==> config.mk <==
export PLATFORM = sky130hd
export DESIGN_NAME = intc_ctl_reg
export DESIGN_NICKNAME = d
export VERILOG_FILES = /design/src/rtl/intc_pkg.sv /design/src/rtl/intc_rst_sync.sv /design/src/rtl/intc_enable_bank.sv /design/src/rtl/intc_flag_bank.sv /design/src/rtl/intc_req_gate.sv /design/src/rtl/intc_ctl_reg.sv
export SDC_FILE = /design/constraint.sdc
export NUM_CORES = 1
export LEC_CHECK = 0
export CORE_MARGIN = 2
export CORE_UTILIZATION = 31
export CTS_BUF_LIST = sky130_fd_sc_hd__clkbuf_8 sky130_fd_sc_hd__clkbuf_16
export CTS_CLUSTER_DIAMETER = 200
export DETAILED_ROUTE_END_ITERATION = 16
export PLACE_DENSITY = 0.79
export REMOVE_ABC_BUFFERS = 1
export SLEW_MARGIN = 40
export SYNTH_ARGS = -nofsm -noshare
export SYNTH_HDL_FRONTEND = slang
export SYNTH_HIERARCHICAL = 1
export SYNTH_SLANG_ARGS = --single-unit
==> constraint.sdc <==
create_clock -name clk -period 1.1 [get_ports clk]
set_clock_uncertainty 0.15 [all_clocks]
set_input_delay 0.22 -clock clk [delete_from_list [all_inputs] [get_ports clk]]
set_output_delay 0.22 -clock clk [all_outputs]
set_load 0.05 [all_outputs]
==> src/rtl/intc_pkg.sv <==
package intc_pkg;

  // Source indices inside the flag and enable fields
  typedef enum int unsigned {
    SRC_PORT = 0,
    SRC_EXT  = 1,
    SRC_TMR  = 2
  } intc_src_e;

  localparam int unsigned INTC_N_SRC_DEF = 3;

  // Register width for a given number of sources: two gates plus enable and flag per source
  function automatic int unsigned intc_width(input int unsigned n_src);
    return 2 + 2 * n_src;
  endfunction

endpackage

==> src/rtl/intc_rst_sync.sv <==
module intc_rst_sync #(
  parameter int unsigned STAGES = 2
) (
  input  logic clk,
  input  logic arst_n,
  output logic rst_sync_n
);

  logic [STAGES-1:0] chain_q;
  logic [STAGES-1:0] chain_d;

  always_comb begin
    chain_d = {chain_q[STAGES-2:0], 1'b1};
  end

  always_ff @(posedge clk or negedge arst_n) begin
    if (!arst_n) chain_q <= '0;
    else         chain_q <= chain_d;
  end

  assign rst_sync_n = chain_q[STAGES-1];

endmodule

==> src/rtl/intc_enable_bank.sv <==
module intc_enable_bank #(
  parameter int unsigned N_SRC = 3
) (
  input  logic             clk,
  input  logic             rst_n,
  input  logic             wr_en,
  input  logic             wr_gie,
  input  logic             wr_peie,
  input  logic [N_SRC-1:0] wr_src_en,
  output logic             gie,
  output logic             peie,
  output logic [N_SRC-1:0] src_en
);

  logic             gie_d, peie_d;
  logic [N_SRC-1:0] src_en_d;
  logic             ce;

  always_comb begin
    ce       = wr_en;
    gie_d    = wr_gie;
    peie_d   = wr_peie;
    src_en_d = wr_src_en;
  end

  always_ff @(posedge clk or negedge rst_n) begin
    if (!rst_n) begin
      gie    <= 1'b0;
      peie   <= 1'b0;
      src_en <= '0;
    end else if (ce) begin
      gie    <= gie_d;
      peie   <= peie_d;
      src_en <= src_en_d;
    end
  end

endmodule

==> src/rtl/intc_flag_bank.sv <==
module intc_flag_bank #(
  parameter int unsigned     N_SRC    = 3,
  parameter int unsigned     HOLD_IDX = 0,
  parameter logic [N_SRC-1:0] RST_VAL = '0
) (
  input  logic             clk,
  input  logic             rst_n,
  input  logic             wr_en,
  input  logic [N_SRC-1:0] wr_flags,
  input  logic [N_SRC-1:0] ev,
  input  logic             hold,
  output logic [N_SRC-1:0] flags
);

  for (genvar i = 0; i < N_SRC; i++) begin : g_flag
    logic set_req;
    logic ce;
    logic flag_d;
    logic flag_q;

    if (i == HOLD_IDX) begin : g_hold
      assign set_req = ev[i] | hold;
    end else begin : g_plain
      assign set_req = ev[i];
    end

    // set has priority over the software value
    always_comb begin
      ce     = set_req | wr_en;
      flag_d = set_req ? 1'b1 : wr_flags[i];
    end

    always_ff @(posedge clk or negedge rst_n) begin
      if (!rst_n)  flag_q <= RST_VAL[i];
      else if (ce) flag_q <= flag_d;
    end

    assign flags[i] = flag_q;
  end

endmodule

==> src/rtl/intc_req_gate.sv <==
module intc_req_gate #(
  parameter int unsigned N_SRC = 3
) (
  input  logic             gie,
  input  logic             peie,
  input  logic [N_SRC-1:0] src_en,
  input  logic [N_SRC-1:0] flags,
  input  logic             per_pend,
  output logic             irq
);

  logic core_hit;
  logic per_hit;

  always_comb begin
    core_hit = |(src_en & flags);
    per_hit  = peie & per_pend;
    irq      = gie & (core_hit | per_hit);
  end

endmodule

==> src/rtl/intc_ctl_reg.sv <==
module intc_ctl_reg #(
  parameter int unsigned      N_SRC       = intc_pkg::INTC_N_SRC_DEF,
  parameter logic             PC_FLAG_RST = 1'b0,
  localparam int unsigned     W           = intc_pkg::intc_width(N_SRC)
) (
  input  logic             clk,
  input  logic             rst_n,
  input  logic             wr_en,
  input  logic [W-1:0]     wr_data,
  input  logic             per_pend,
  input  logic [N_SRC-1:0] ev_pulse,
  input  logic             mismatch,
  output logic [W-1:0]     rd_data,
  output logic             irq
);

  localparam int unsigned BIT_GIE  = W - 1;
  localparam int unsigned BIT_PEIE = W - 2;
  localparam int unsigned EN_LO    = N_SRC;
  localparam int unsigned PC_IDX   = int'(intc_pkg::SRC_PORT);
  localparam logic [N_SRC-1:0] FLAG_RST = {{(N_SRC-1){1'b0}}, PC_FLAG_RST};

  logic             rst_int_n;
  logic             gie, peie;
  logic [N_SRC-1:0] src_en;
  logic [N_SRC-1:0] flags;

  intc_rst_sync #(.STAGES(2)) u_rst (
    .clk        (clk),
    .arst_n     (rst_n),
    .rst_sync_n (rst_int_n)
  );

  intc_enable_bank #(.N_SRC(N_SRC)) u_en (
    .clk       (clk),
    .rst_n     (rst_int_n),
    .wr_en     (wr_en),
    .wr_gie    (wr_data[BIT_GIE]),
    .wr_peie   (wr_data[BIT_PEIE]),
    .wr_src_en (wr_data[EN_LO +: N_SRC]),
    .gie       (gie),
    .peie      (peie),
    .src_en    (src_en)
  );

  intc_flag_bank #(
    .N_SRC    (N_SRC),
    .HOLD_IDX (PC_IDX),
    .RST_VAL  (FLAG_RST)
  ) u_flag (
    .clk      (clk),
    .rst_n    (rst_int_n),
    .wr_en    (wr_en),
    .wr_flags (wr_data[N_SRC-1:0]),
    .ev       (ev_pulse),
    .hold     (mismatch),
    .flags    (flags)
  );

  intc_req_gate #(.N_SRC(N_SRC)) u_gate (
    .gie      (gie),
    .peie     (peie),
    .src_en   (src_en),
    .flags    (flags),
    .per_pend (per_pend),
    .irq      (irq)
  );

  assign rd_data = {gie, peie, src_en, flags};

endmodule

### Yosys cells after proc, flatten, opt, wreduce, memory -nomap -nowiden

Cells that the tools add are included.

* logic and storage cells: 19
* register bits after elaboration: 10
* bits of input ports: 16
* output and inout port bits: 9

* reductions and logical operators: 1
* multiplexer cells: 3
* bitwise logic cells: 8

Operator list (count)
* $or A1 B1 Y1: 5
* $and A3 B3 Y3: 1
* $mux W1: 3
* $reduce_or A3 Y1: 1
* $and A1 B1 Y1: 2

### Depth between registers and ports, before layout

Gate-level depths: netlist of the first run.

* depth after elaboration: 4
* mapped depth: 3
* mapped depth without buffers: 2

### Modules after synthesis

Netlist of the first run, hierarchy kept.

By module, submodules not included
* intc_enable_bank: instances 1, sequential area each 125.1 um^2, area each 181.4 um^2, cells an instance 10
* intc_flag_bank: instances 1, sequential area each 75.1 um^2, area each 145.1 um^2, cells an instance 13
* intc_rst_sync: instances 1, sequential area each 50.0 um^2, area each 53.8 um^2, cells an instance 3
* intc_req_gate: instances 1, sequential area each 0.0 um^2, area each 22.5 um^2, cells an instance 3
* intc_ctl_reg: instances 1, sequential area each 0.0 um^2, area each 15.0 um^2, cells an instance 2

### Worst setup path before layout of the first run

OpenSTA, ideal clock, no wires.

* kind: reg-to-output
* from: register u_en.src_en[0]
* to: output port irq
* cell stages (with the launch flop): 3
* path buffers: 0
* arrival time: 1.573 ns
* required time: 0.730 ns
* path slack: -0.843 ns
* path through: dfrtp_1 > a22oi_1 > a21boi_1

* longest elaborated chain between the ends: 4

RTL lines
* from (decl): RTL line intc_enable_bank.sv:12 `output logic [N_SRC-1:0] src_en`
* from (signal assigned): RTL line intc_enable_bank.sv:34 `src_en <= src_en_d;`
* $and A3 B3 Y3: RTL line intc_req_gate.sv:16 `core_hit = |(src_en & flags);`
* $reduce_or A3 Y1: RTL line intc_req_gate.sv:16
* $or A1 B1 Y1: RTL line intc_req_gate.sv:18 `irq = gie & (core_hit | per_hit);`
* $and A1 B1 Y1: RTL line intc_req_gate.sv:18
* to (decl): RTL line intc_ctl_reg.sv:14 `output logic irq`

Every way passes these cells.

### Worst setup path after layout of the first run

Same ends and word-level chain as after synthesis.

==> flow_summary_export.csv, run 1 <==
group,metric,value,unit
outcome,status,"finished with violations",
outcome,violations,"negative hold slack, negative setup slack",
cts,cts_tree,"built",
pwr,power_density,1340,nW/um2
setup_path,slowest_stage,"dfrtp_1",
flow_run,drv_cap,0,
drt,firstDrtPassIters,4,
placed_design,port_buffers,24,
synth,syn-cell-area,418,um2
floorplanning,core_area,1280,um2
timing,rsz0062_at_grt,"yes",
setup_path,crit_arrival,1.08,ns
floorplanning,start_util,32.5,%
layout,drive_gt1_share,50.8,%
global_route,grt_usage,14.7,%
synth,synth.distinct_cells,11,
worst_hold_path,hold_path_class,"flop to asynchronous set/reset pin",
drt,drt_iter0_markers,3,
cts,cts_root_buf,"clkbuf_8",
setup_path,timing.critical_path.cells,"a22oi_2 -> a21boi_2 -> buf_12",
timing,hold_viol,8,
pwr,p_sw,338,uW
setup_path,critPathKind,"flop to output port",
setup_path,critPathLaunchType,"flop",
cts,path_clk_slew,0.04,ns
global_route,grt_pass1_vias,341,
cts,clock_latency,0.23,ns
layout,antenna_cells,0,
synth,synthCells,31,
pwr,combPwrFrac,35.6,%
setup_path,worstSetupEndpointType,"output port",
timing,setup_slack,-0.353,ns
pwr,finalPower,1230,uW
layout,final_nets,83,
cts,ctsLongestPathBuffers,2,
setup_path,reg2regPathDepth,3,
drt,drc,0,
timing,setup_viol,12,
layout,fill_cells,93,
global_route,grt-ovfl-total,0,
layout,multi_input_area,159,um2
drt,vias,357,
synth,yosysWarningCount,6,
setup_path,worstPathMaxFanout,2,
setup_path,rr_startpoint,"u_en/gie$_DFFE_PN0P_",
setup_path,critPathMaxStageDelay,0.38,ns
timing,min_period,1.45,ns
setup_path,crit_required,0.73,ns
pwr,ir_worst_vdd,761,uV
setup_path,rrSetupSlack,-0.06,ns
floorplanning,ios,25,
floorplanning,die_width,40.7,um
layout,area_growth,119,%
floorplanning,rows,13,
drt,viasPerCell,4.46,
pwr,p_leak,0.000414,uW
cts,clock-sinks,10,
timing,slew_viol_final,0,
drt,wl_per_cell,13.4,um
synth,ys_seq_area_share,59.9,%
cts,ctsHtreeMaxLevel,1,
layout,final_area,913,um2
global_route,antenna_found_initial,0,
floorplanning,die_area,1660,um2
timing,max_freq,0.688,GHz
cts,cts_buffers,3,
placed_design,gp_congestion,0.619,
drt,drt.antenna.violating_nets,0,
timing,min_period_over_period,132,%
synth,synth_seq_cells,10,
timing,fin_hold_ws,-0.0274,ns
placed_design,dp_hpwl,732,um
global_route,grt_max_degree,9,
pwr,internal_power,887,uW
placed_design,dpl_cell_area,797,um2
pwr,pwr-share-clk,29.7,%
setup_path,r2r-end,"u_en/gie$_DFFE_PN0P_",
synth,syn_avg_cell_area,13.5,um2
pwr,power_frac_seq,34.7,%
floorplanning,die_h,40.7,um
global_route,grt_pass1_wl,1450,um
pwr,switching_share,27.6,%
drt,drt_wl_total,1070,um
layout,seq_area,250,um2
==> state kept, by name, summed over array words and instances (netlist names) <==
signal	count
u_rst/chain_q	2
u_en/peie	1
u_en/src_en	3
u_en/gie	1
u_flag/g_flag.flag_q	3
==> worst max-delay path by stage <==
stage,from,to,cells after the start
after global placement,per_pend,irq,4
after detailed placement,per_pend,irq,4
after floorplan,u_flag/g_flag[0].flag_q$_DFFE_PN0P_,irq,2
after CTS,u_en/src_en[0]$_DFFE_PN0P_,irq,3
final,u_en/src_en[0]$_DFFE_PN0P_,irq,3
after global routing,u_en/src_en[0]$_DFFE_PN0P_,irq,3
==> placed cells by master (no fill, tap or decap) <==
| master | n |
|---|---|
| a211o_1 | 2 |
| a21boi_2 | 1 |
| a22oi_2 | 2 |
| buf_12 | 9 |
| buf_2 | 1 |
| buf_4 | 3 |
| buf_6 | 7 |
| clkbuf_8 | 3 |
| clkdlybuf4s50_1 | 13 |
| conb_1 | 1 |
| dfrtp_1 | 10 |
| dlygate4sd2_1 | 2 |
| dlygate4sd3_1 | 1 |
| mux2_2 | 5 |
| mux2i_1 | 1 |
| nand2_1 | 1 |
| nor2_1 | 1 |
| nor2b_4 | 2 |
==> cell usage after synthesis <==
cell type  count  share of area, %
dfrtp_1       10                60
nor2b_1        2               3.0
a211o_1        2               4.2
a21boi_1       1               1.8
mux2i_1        1               2.4
mux2_2         5                13
buf_4          5               9.0
conb_1         1              0.90
a22oi_1        2               3.6
nand2_1        1              0.90
nor2_1         1              0.90
==> power groups by stage <==
stage | combinational, uW | sequential (uW) | clock (uW)
after floorplan | 58.8 | 511 | 0
after CTS | 428 | 423 | 376
after global routing | 456 | 428 | 388
after detailed placement | 401 | 422 | 0
after global placement | 395 | 420 | 0
final | 437 | 425 | 364
==> metal layers <==
metal  GRT usage (%)  part of all wire, %  vias up
met4            12.5                  1.5        0
met2            25.8                   55       20
met3            3.80                  6.4        2
met1            14.0                   37      162
li1                -                    -      173
met5               0                    0        -
==> what timing repair did <==
action | CTS | global route
gates cloned | 1 | 0
resized for setup | 12 | 5
endpoints found under the hold margin | 10 | 0
pin swaps | 2 | 1
hold buffers | 1 | 0
setup buffers | 0 | 4
setup endpoints to repair | 17 | 11
==> worst max-delay path, delay by kind of cell (launching register included) <==
kind / cells / cell delay [ns]
flops: 1 / 0.38
compound gates: 2 / 0.32
buf+inv: 1 / 0.15
==> through the flow <==
stage / setup WS, ns / cells / TNS [ns] / hold slack (ns) / util (%)
final: -0.353 / 80 / -1.82 / -0.0274 / 71.1
after global routing: -0.406 / 80 / -2.12 / 0.00464 / 71.1
after CTS: -0.352 / 79 / -1.82 / -0.0176 / 69.6
after detailed placement: -0.431 / 74 / -3.28 / -0.0214 / 62.0
after global placement: -0.405 / 74 / -3.22 / -0.0286 / 62.0
after floorplan: -0.853 / 26 / -1.45 / -0.226 / -
==> logic make-up (layout without fill, tap and decap cells) <==
family / count (synthesis) / count (layout) / share of synthesized area, %
buffers and inverters: 5 / 39 / 8.98
DFF: 10 / 10 / 59.9
and+or+nand+nor: 4 / 4 / 4.79
muxes: 6 / 6 / 15.9
other: 1 / 1 / 0.897
AOI/OAI and AO/OA: 5 / 5 / 9.58
==> area by class of cell <==
class                      count  area share, %
multi-input combinational     16           17.4
timing repair buffer          36           48.6
tap                           15           2.05
clock buffer                   3           4.52
sequential                    10           27.4
Power figures use the tool's default switching activity.
==> run 2: changes to the inputs <==
--- a/config.mk
+++ b/config.mk
@@ -10,8 +10,10 @@
 export CTS_BUF_LIST = sky130_fd_sc_hd__clkbuf_8 sky130_fd_sc_hd__clkbuf_16
 export CTS_CLUSTER_DIAMETER = 200
 export DETAILED_ROUTE_END_ITERATION = 16
+export MAX_ROUTING_LAYER = met4
 export PLACE_DENSITY = 0.79
 export REMOVE_ABC_BUFFERS = 1
+export SKIP_CTS_REPAIR_TIMING = 1
 export SLEW_MARGIN = 40
 export SYNTH_ARGS = -nofsm -noshare
 export SYNTH_HDL_FRONTEND = slang
==> run 2 against run 1 <==
Against the previous run: the flow still finishes with violations (negative hold slack, negative setup slack); combinational power is 3% lower; register-to-register slack got worse by 0.03 ns; total power down 0.85%; clock power barely moved; critical path depth unchanged; core utilization decreased by 1.4 points; cell count shrank 2.5%; critical path type unchanged; largest cell class unchanged; largest power group unchanged.
==> flow_summary_export.csv, run 2 (synthesized netlist as in run 1, its figures left out) <==
group,metric,value,unit
timing,hold_viol,8,
layout,seq_area,250,um2
floorplanning,die_width,40.7,um
cts,cts_buffers,3,
pwr,p_leak,0.000413,uW
setup_path,crit_arrival,1.08,ns
cts,ctsLongestPathBuffers,2,
timing,fin_hold_ws,-0.0276,ns
floorplanning,start_util,32.5,%
drt,vias,342,
layout,mostFrequentLayoutCells,"13 x clkdlybuf4s50_1, 10 x dfrtp_1, 9 x buf_12, 7 x buf_6, 5 x mux2_2",
setup_path,worstSetupEndpointType,"output port",
setup_path,critPathKind,"flop to output port",
timing,min_period_over_period,132,%
setup_path,rrSetupSlack,-0.09,ns
layout,final_area,896,um2
floorplanning,core_area,1280,um2
global_route,grt-ovfl-total,0,
drt,drc,0,
flow_run,drv_cap,0,
placed_design,dpl_cell_area,797,um2
timing,setup_viol,11,
drt,drt.antenna.violating_nets,0,
layout,fill_cells,87,
setup_path,path_buf_inv,1,
cts,clock_latency,0.23,ns
setup_path,critPathMaxStageDelay,0.39,ns
outcome,status,"finished with violations",
cts,path_clk_slew,0.04,ns
placed_design,dp_hpwl,732,um
timing,setup_slack,-0.352,ns
outcome,violations,"negative hold slack, negative setup slack",
layout,drive_gt1_share,49.2,%
global_route,grt_usage,14.6,%
timing,min_period,1.45,ns
floorplanning,die_area,1660,um2
setup_path,timing.critical_path.cells,"a22oi_2 -> a21boi_2 -> buf_12",
drt,viasPerCell,4.38,
global_route,antenna_found_initial,0,
layout,utilization,69.7,%
layout,area_growth,114,%
layout,reg_top3,"u_en/src_en: 3 flops, u_flag/g_flag.flag_q: 3 flops, u_rst/chain_q: 2 flops",
cts,cts_tree,"built",
timing,max_freq,0.688,GHz
drt,drt_iter0_markers,3,
timing,slew_viol_final,0,
setup_path,path_delay_family,"flip-flops",
global_route,grt_max_degree,11,
drt,drt_wl_total,1070,um
global_route,grt_pass1_wl,1420,um
pwr,finalPower,1220,uW
placed_design,port_buffers,24,
placed_design,gp_congestion,0.624,
floorplanning,die_h,40.7,um
drt,wl_per_cell,13.7,um
setup_path,slowest_stage,"dfrtp_1",
cts,ctsHtreeMaxLevel,1,
timing,rsz0062_at_grt,"yes",
layout,multi_input_area,151,um2
cts,cts_root_buf,"clkbuf_8",
drt,firstDrtPassIters,4,
floorplanning,ios,25,
layout,antenna_cells,0,
setup_path,crit_required,0.73,ns
setup_path,worstPathMaxFanout,2,
layout,final_nets,81,
global_route,grt_pass1_vias,321,
worst_hold_path,hold_path_class,"flop to asynchronous set/reset pin",
pwr,power_density,1360,nW/um2
floorplanning,rows,13,
layout,layout_commonest_cell,"clkdlybuf4s50_1",
setup_path,critPathLaunchType,"flop",
placed_design,dp_slack,-0.431,ns
cts,clock-sinks,10,
pwr,ir_worst_vdd,774,uV
-- run 2: layer usage --
metal  share of wire (%)  up-vias  track usage, %  routed length (um)
li1                    -      167               -                   -
met1                  37      157            14.7                 399
met2                  56       18            23.8                 598
met3                 6.7        0            3.26                  72
met4                   0        0            12.5                   0
met5                   0        -               -                   0
-- run 2: layout make-up --
cell class,count,share of cell area (%)
clock buffers,3,4.61
multi-input cells,16,16.9
flip-flops and latches,10,27.9
well taps,15,2.09
repair buffers,34,48.5
-- run 2: final timing paths --
check                                                     from                                   to  depth (start not counted)
max                                 u_en/src_en[2]$_DFFE_PN0P_                                  irq                          3
min                                 u_rst/chain_q[1]$_DFF_PN0_           u_en/src_en[1]$_DFFE_PN0P_                          0
max reg2reg                u_flag/g_flag[1].flag_q$_DFFE_PN0P_  u_flag/g_flag[1].flag_q$_DFFE_PN0P_                          3
min reg2reg                         u_rst/chain_q[1]$_DFF_PN0_           u_en/src_en[1]$_DFFE_PN0P_                          0
max in group asynchronous           u_rst/chain_q[1]$_DFF_PN0_           u_en/src_en[2]$_DFFE_PN0P_                          0
min in group clk                    u_rst/chain_q[0]$_DFF_PN0_           u_rst/chain_q[1]$_DFF_PN0_                          0
-- run 2: through the flow --
step | hold slack, ns | cells | TNS (ns)
finish | -0.0276 | 78 | -1.80
global route | 0.00464 | 78 | -2.10
CTS | -0.0176 | 77 | -2.65
detailed placement | -0.0214 | 74 | -3.28
global placement | -0.0286 | 74 | -3.22
floorplan | -0.226 | 26 | -1.45
-- run 2: report_power, final --
group          switching [uW]  total [uW]  internal (uW)
sequential               27.4         425            398
combinational             182         426            244
clock                     126         364            238
total                     336        1220            880
-- run 2: worst register-to-register path: stages (launching register included) --
cell and delay [ns]:
dfrtp_1 0.40, buf_6 0.13, nor2b_1 0.12, a211o_1 0.27
